`config.mk`:
```
export PLATFORM = sky130hd
export DESIGN_NAME = fast_gate_port
export DESIGN_NICKNAME = d
export VERILOG_FILES = /design/src/rtl/fgp_pkg.sv /design/src/rtl/fgp_bus_decode.sv /design/src/rtl/fgp_ctl_reg.sv /design/src/rtl/fgp_pulse_timer.sv /design/src/rtl/fast_gate_port.sv
export SDC_FILE = /design/constraint.sdc
export NUM_CORES = 1
export LEC_CHECK = 0
export ABC_AREA = 1
export BUFFER_PORTS_ARGS = -buffer_cell sky130_fd_sc_hd__buf_2
export CORE_MARGIN = 3
export CORE_UTILIZATION = 41
export DETAILED_ROUTE_END_ITERATION = 7
export PLACE_DENSITY_LB_ADDON = 0.05
export SYNTH_ARGS = -nofsm -noshare
export SYNTH_HDL_FRONTEND = slang
export SYNTH_SLANG_ARGS = --single-unit
```
`constraint.sdc`:
```
create_clock -name clk -period 2.5 [get_ports clk]
set_input_delay 0.5 -clock clk [delete_from_list [all_inputs] [get_ports clk]]
set_output_delay 0.5 -clock clk [all_outputs]
set_load 0.02 [all_outputs]
```
`src/rtl/fgp_pkg.sv`:
```
// Package: shared types and cycle arithmetic for the fast A20 / reset port.
// Assumes the clock frequency is given in kHz so that cycle counts round up.
package fgp_pkg;

    // Timer sequence states
    typedef enum logic [1:0] {
        TMR_IDLE  = 2'd0,
        TMR_DELAY = 2'd1,
        TMR_PULSE = 2'd2
    } tmr_state_e;

    // The two live control bits of the register
    typedef struct packed {
        logic a20;
        logic rst;
    } ctl_bits_t;

    // Convert microseconds to clock cycles, rounding up; never below one
    function automatic int us_to_cycles(input int us, input int clk_khz);
        int c;
        c = (us * clk_khz + 999) / 1000;
        return (c < 1) ? 1 : c;
    endfunction

endpackage

```
`src/rtl/fgp_bus_decode.sv`:
```
// Module: bus decode and read-data path of the port register.
// Qualifies write and read strobes with the address match and the enable,
// and presents the two stored bits with zeros above them while read.
// Assumes strobes are synchronous to the clock of the register behind it.
module fgp_bus_decode
    import fgp_pkg::*;
#(
    parameter int              ADDR_W    = 16,
    parameter int              DATA_W    = 8,
    parameter logic [ADDR_W-1:0] PORT_ADDR = 16'h0092
) (
    input  logic [ADDR_W-1:0] io_addr,
    input  logic              io_wr,
    input  logic              io_rd,
    input  logic              port_en,
    input  ctl_bits_t         ctl_q,
    output logic              wr_hit,
    output logic [DATA_W-1:0] io_rdata,
    output logic              io_rdata_oe
);

    localparam int CTL_W = $bits(ctl_bits_t);

    logic addr_hit;
    logic rd_hit;

    // Full address compare, gated by the configuration enable
    always_comb begin
        addr_hit = port_en && (io_addr == PORT_ADDR);
        wr_hit   = addr_hit && io_wr;
        rd_hit   = addr_hit && io_rd;
    end

    // Read data: stored bits in the low positions, reserved bits forced to 0
    always_comb begin
        io_rdata    = '0;
        io_rdata_oe = rd_hit;
        if (rd_hit) begin
            io_rdata[CTL_W-1:0] = ctl_q;
        end
    end

endmodule

```
`src/rtl/fgp_ctl_reg.sv`:
```
// Module: storage for the A20 and reset control bits.
// Captures bits 1 and 0 on a qualified write and raises a one-cycle start
// request when the reset bit moves from 0 to 1 (the re-arm rule).
// Assumes wr_hit already includes address and enable qualification.
module fgp_ctl_reg
    import fgp_pkg::*;
#(
    parameter int DATA_W = 8
) (
    input  logic              clk,
    input  logic              rst_n,
    input  logic              wr_hit,
    input  logic [DATA_W-1:0] wdata,
    output ctl_bits_t         ctl_q,
    output logic              start_req
);

    localparam int A20_BIT = 1;
    localparam int RST_BIT = 0;

    logic unused_hi_bits;
    assign unused_hi_bits = ^wdata[DATA_W-1:2];

    // Register update on a qualified write, clear on reset
    always_ff @(posedge clk) begin
        if (!rst_n) begin
            ctl_q <= '0;
        end else if (wr_hit) begin
            ctl_q.a20 <= wdata[A20_BIT];
            ctl_q.rst <= wdata[RST_BIT];
        end
    end

    // Trigger only on a 0-to-1 move of the reset bit
    always_comb begin
        start_req = wr_hit && wdata[RST_BIT] && !ctl_q.rst;
    end

endmodule

```
`src/rtl/fgp_pulse_timer.sv`:
```
// Module: delay-then-pulse sequencer for the alternate CPU reset.
// On start it waits DELAY_CYC cycles, then holds pulse_on for PULSE_CYC
// cycles and returns to idle. Starts arriving while busy are dropped.
// Assumes both counts are at least 1.
module fgp_pulse_timer
    import fgp_pkg::*;
#(
    parameter int DELAY_CYC = 1750,
    parameter int PULSE_CYC = 750
) (
    input  logic clk,
    input  logic rst_n,
    input  logic start,
    output logic pulse_on
);

    localparam int MAX_CYC = (DELAY_CYC > PULSE_CYC) ? DELAY_CYC : PULSE_CYC;
    localparam int CNT_W   = $clog2(MAX_CYC + 1);
    localparam logic [CNT_W-1:0] DELAY_LOAD = CNT_W'(DELAY_CYC - 1);
    localparam logic [CNT_W-1:0] PULSE_LOAD = CNT_W'(PULSE_CYC - 1);

    tmr_state_e       state;
    logic [CNT_W-1:0] cnt;

    // Sequencer: idle -> delay -> pulse -> idle, reset returns to idle
    always_ff @(posedge clk) begin
        if (!rst_n) begin
            state <= TMR_IDLE;
            cnt   <= '0;
        end else begin
            case (state)
                TMR_IDLE: begin
                    if (start) begin
                        state <= TMR_DELAY;
                        cnt   <= DELAY_LOAD;
                    end
                end
                TMR_DELAY: begin
                    if (cnt == '0) begin
                        state <= TMR_PULSE;
                        cnt   <= PULSE_LOAD;
                    end else begin
                        cnt <= cnt - 1'b1;
                    end
                end
                TMR_PULSE: begin
                    if (cnt == '0) begin
                        state <= TMR_IDLE;
                    end else begin
                        cnt <= cnt - 1'b1;
                    end
                end
                default: begin
                    state <= TMR_IDLE;
                    cnt   <= '0;
                end
            endcase
        end
    end

    // Pulse indication straight from the state register
    always_comb begin
        pulse_on = (state == TMR_PULSE);
    end

endmodule

```
`src/rtl/fast_gate_port.sv`:
```
// Module: fast A20 gate and alternate CPU reset register at I/O 0x0092.
// Combines the A20 register bit with the keyboard-controller request and
// drives a delayed, fixed-width, one-shot active-low reset pulse.
// Assumes a single clock; rst_n is synchronous for state and also forces
// the reset output inactive combinationally.
module fast_gate_port
    import fgp_pkg::*;
#(
    parameter int              ADDR_W    = 16,
    parameter int              DATA_W    = 8,
    parameter logic [ADDR_W-1:0] PORT_ADDR = 16'h0092,
    parameter int              CLK_KHZ   = 125000,
    parameter int              DELAY_US  = 14,
    parameter int              PULSE_US  = 6
) (
    input  logic              clk,
    input  logic              rst_n,
    input  logic [ADDR_W-1:0] io_addr,
    input  logic              io_wr,
    input  logic              io_rd,
    input  logic [DATA_W-1:0] io_wdata,
    output logic [DATA_W-1:0] io_rdata,
    output logic              io_rdata_oe,
    input  logic              port_en,
    input  logic              kbc_a20,
    output logic              gate_a20,
    output logic              alt_rst_n
);

    localparam int DELAY_CYC = us_to_cycles(DELAY_US, CLK_KHZ);
    localparam int PULSE_CYC = us_to_cycles(PULSE_US, CLK_KHZ);

    ctl_bits_t ctl_q;
    logic      wr_hit;
    logic      start_req;
    logic      pulse_on;

    fgp_bus_decode #(
        .ADDR_W    (ADDR_W),
        .DATA_W    (DATA_W),
        .PORT_ADDR (PORT_ADDR)
    ) u_decode (
        .io_addr     (io_addr),
        .io_wr       (io_wr),
        .io_rd       (io_rd),
        .port_en     (port_en),
        .ctl_q       (ctl_q),
        .wr_hit      (wr_hit),
        .io_rdata    (io_rdata),
        .io_rdata_oe (io_rdata_oe)
    );

    fgp_ctl_reg #(
        .DATA_W (DATA_W)
    ) u_ctl (
        .clk       (clk),
        .rst_n     (rst_n),
        .wr_hit    (wr_hit),
        .wdata     (io_wdata),
        .ctl_q     (ctl_q),
        .start_req (start_req)
    );

    fgp_pulse_timer #(
        .DELAY_CYC (DELAY_CYC),
        .PULSE_CYC (PULSE_CYC)
    ) u_timer (
        .clk      (clk),
        .rst_n    (rst_n),
        .start    (start_req),
        .pulse_on (pulse_on)
    );

    // Output combining: A20 OR and reset pulse forced idle during reset
    always_comb begin
        gate_a20  = ctl_q.a20 | kbc_a20;
        alt_rst_n = !(pulse_on && rst_n);
    end

endmodule

```
==> metrics.yaml <==
final-max-slew-violation-count: 0
cts.sink_count: 15
synth.lib_cells_used.distinct: 27
drt_iter0_drc: 83
initial_core_util_pct: 45.5
cts.htree.levels: 1
ys_dominant_reg_cell: "dfxtp_1"
floorplan.die_area_um2: 3580
cp_cell_instances: "buf_2, inv_1, nand2_1, nor2_1, nand3_1, nor2_2, nand2_1, nor2_1, buf_2"
floorplan.rows: 18
drt_wl_total_um: 2770
mapped_cell_area_um2: 1190
cp.buffers_inverters: 3
cts_buffers: 3
total_switching_power_w: 0.000768
post_drt_via_cell_ratio: 4.92
chipWidth_um: 59.8
grt_pass1_vias: 1221
synthesis.area_per_instance_um2: 6.10
synth_enable_flop_cells: 0
setup_tns_ns: 0
status: "finished clean"
grt_first_pass_wirelength_um: 4960
critical_path_required_time_ns: 2.00
start_kind: "primary input"
area_growth_pct: 12.4
cap_violations: 0
worst_setup_path_end_kind: "output port"
synthTopCellsByCount: "39 x nand2_1, 32 x nor2_1, 29 x inv_1, 19 x nand3_1, 15 x dfxtp_1"
whs_ns: 0.480
setup.worst_path.class: "primary input to output port"
maximum_number_of_pins_on_one_net_before_global_route_repair: 19
route.met2.wl_um: 1260
number_of_setup_violations_in_the_final_report: 0
hold_violations: 0
max-clock-path-buffers: 2
comb_power_share_pct: 64.2
routed-via-count: 1246
post_synth_main_area_contributors: "dfxtp_1 25%, nand2_1 12%, nor2_1 10%"
cp_data_arrival_time_ns: 1.34
crit_path_max_fanout: 3
final_nets: 256
die_y_um: 59.8
setup_repair_after_global_routing_missed_its_margin: "no"
globalRoute.totalOverflow: 0
clk_root_buffer_cell: "clkbuf_4"
timing.critical_path.max_delay_family: "simple AND/OR/NAND/NOR gates"
clock_insertion_delay_worst_skew_ns: 0.28
clk_pin_slew_ns: 0.09
final.period_utilization_pct: 73.4
drt_first_pass_iters: 4
power_w: 0.00148
yosys_register_bits: 15
netlist_instances: 195
p_sw_share_pct: 52.0
met1Wirelength_um: 1360
drc: 0
synth_sequential_area_ratio_pct: 25.3
irDropWorstVdd_mv: 0.774
drive_gt1_share_pct: 21.1
synthArstFlopShare_pct: 0
cellPowerDensity_nw_per_um2: 1110
synth_largest_area_cell: "dfxtp_1"
static-leakage-power_nw: 0.701
cts_post_setup_buffers_inserted: 0
post-synth-top-count-cell: "nand2_1"
crit_slowest_cell: "buf_2"
internal_power_w: 0.000709
core_region_area_um2: 2610
detailroute.wirelength.met3_um: 129
pin_count: 41
dp_hpwl_um: 2190
cts_tree: "built"
seqCellArea_um2: 300
synth_warnings: 0
antenna_fix_cells: 0
place.gp.congestion: 0.870
max_clk_rate_mhz: 545
ant_nets: 0
synth.top_cell.area_share_pct: 25.3
finClkSkew_ns: 0.00807
share_seq_of_total_power_pct: 26.2
dr.max_layer_used: "met4"
clkPwrFrac_pct: 9.6
port_buffers: 28
avgRoutedWirePerCell_um: 10.9
multi_input_area_um2: 719
fill_cells: 290
slowest_delay_ns: 0.16
gr-usage-all-layers_pct: 17.5
antenna_found_initial: 0
post_cts.resized_instances: 0
hold_path.class: "flop to flop"
period_minus_slack_ns: 1.84
cts.hold.buffers_added: 0
## worst paths after layout
kind,startpoint,to,slack (ns),cells after the start
hold reg to reg,u_ctl.ctl_q[0]$_SDFFE_PN0N_,u_ctl.ctl_q[0]$_SDFFE_PN0N_,0.48,2
setup reg to reg,u_timer.cnt[0]$_SDFFE_PN0P_,u_timer.cnt[9]$_SDFFE_PN0P_,0.78,11
setup / recovery,io_addr[6],io_rdata[0],0.66,9
hold / removal,u_ctl.ctl_q[0]$_SDFFE_PN0N_,u_ctl.ctl_q[0]$_SDFFE_PN0N_,0.48,2
## per-stage QoR
stage | std cells | utilization, % | worst slack [ns] | area, um2
finish | 253 | 51.1 | 0.664 | 1340
floorplan | 200 | - | 0.775 | 1210
detailed placement | 249 | 50.1 | 0.587 | 1310
global placement | 249 | 50.1 | 0.612 | 1310
CTS | 253 | 51.1 | 0.646 | 1340
global route | 253 | 51.1 | 0.494 | 1340
## area by class of cell
type	instances	share of cell area (%)
repair buffers	28	10.5
inverters	30	8.43
multi-input cells	146	53.8
clock buffers	4	1.97
well taps	30	2.81
flip-flops and latches	15	22.5
## tightest hold or removal path: stages (launching register included)
cell and delay [ns]:
dfxtp_1 0.32, nand2_1 0.06, a21oi_1 0.05
## cells by family after synthesis
family / Yosys count / synth area share [%]
and+or+nand+nor: 112 / 43.5
buffers and inverters: 39 / 15.8
xor gates and xnor gates: 4 / 2.95
DFF: 15 / 25.3
adders and majority gates: 2 / 2.10
AOI/OAI and AO/OA: 22 / 10.1
other: 1 / 0.315
## metal layers
metal	track usage (%)	vias to the layer above
li1	-	657
met2	29.3	26
met5	0	-
met1	23.6	561
met3	2.59	2
met4	3.80	0
## registers in the layout (all words and copies together), names as in the netlist
signal and flops:
u_timer.cnt 11, u_timer.state 2, u_ctl.ctl_q 2
## cell usage in the layout (no fill, tap or decap)
cell type,count
inv_1,29
a21oi_1,11
nor3b_2,1
buf_2,28
xnor2_1,1
clkbuf_1,1
dfxtp_1,15
nor3b_1,1
nand2_2,4
nand3_2,1
o21ai_0,8
nor2_1,32
nand2_1,39
a211oi_1,1
xor2_1,3
clkbuf_4,3
nand4_1,4
ha_1,2
nor2_2,5
nor3_1,1
a21oi_2,2
nor3_2,1
nand3_1,19
inv_2,1
nand3b_1,3
conb_1,6
or2_2,1
## power groups by stage
stage / registers [W] / logic, W / clock network [W]
final: 0.000387 / 0.000948 / 0.000142
after CTS: 0.000385 / 0.000939 / 0.000148
after detailed placement: 0.000391 / 0.000934 / 0
after global placement: 0.000388 / 0.000912 / 0
after global routing: 0.000397 / 0.00109 / 0.000157
after floorplan: 0.000371 / 0.000784 / 0
(Power assumes the default switching activity.)
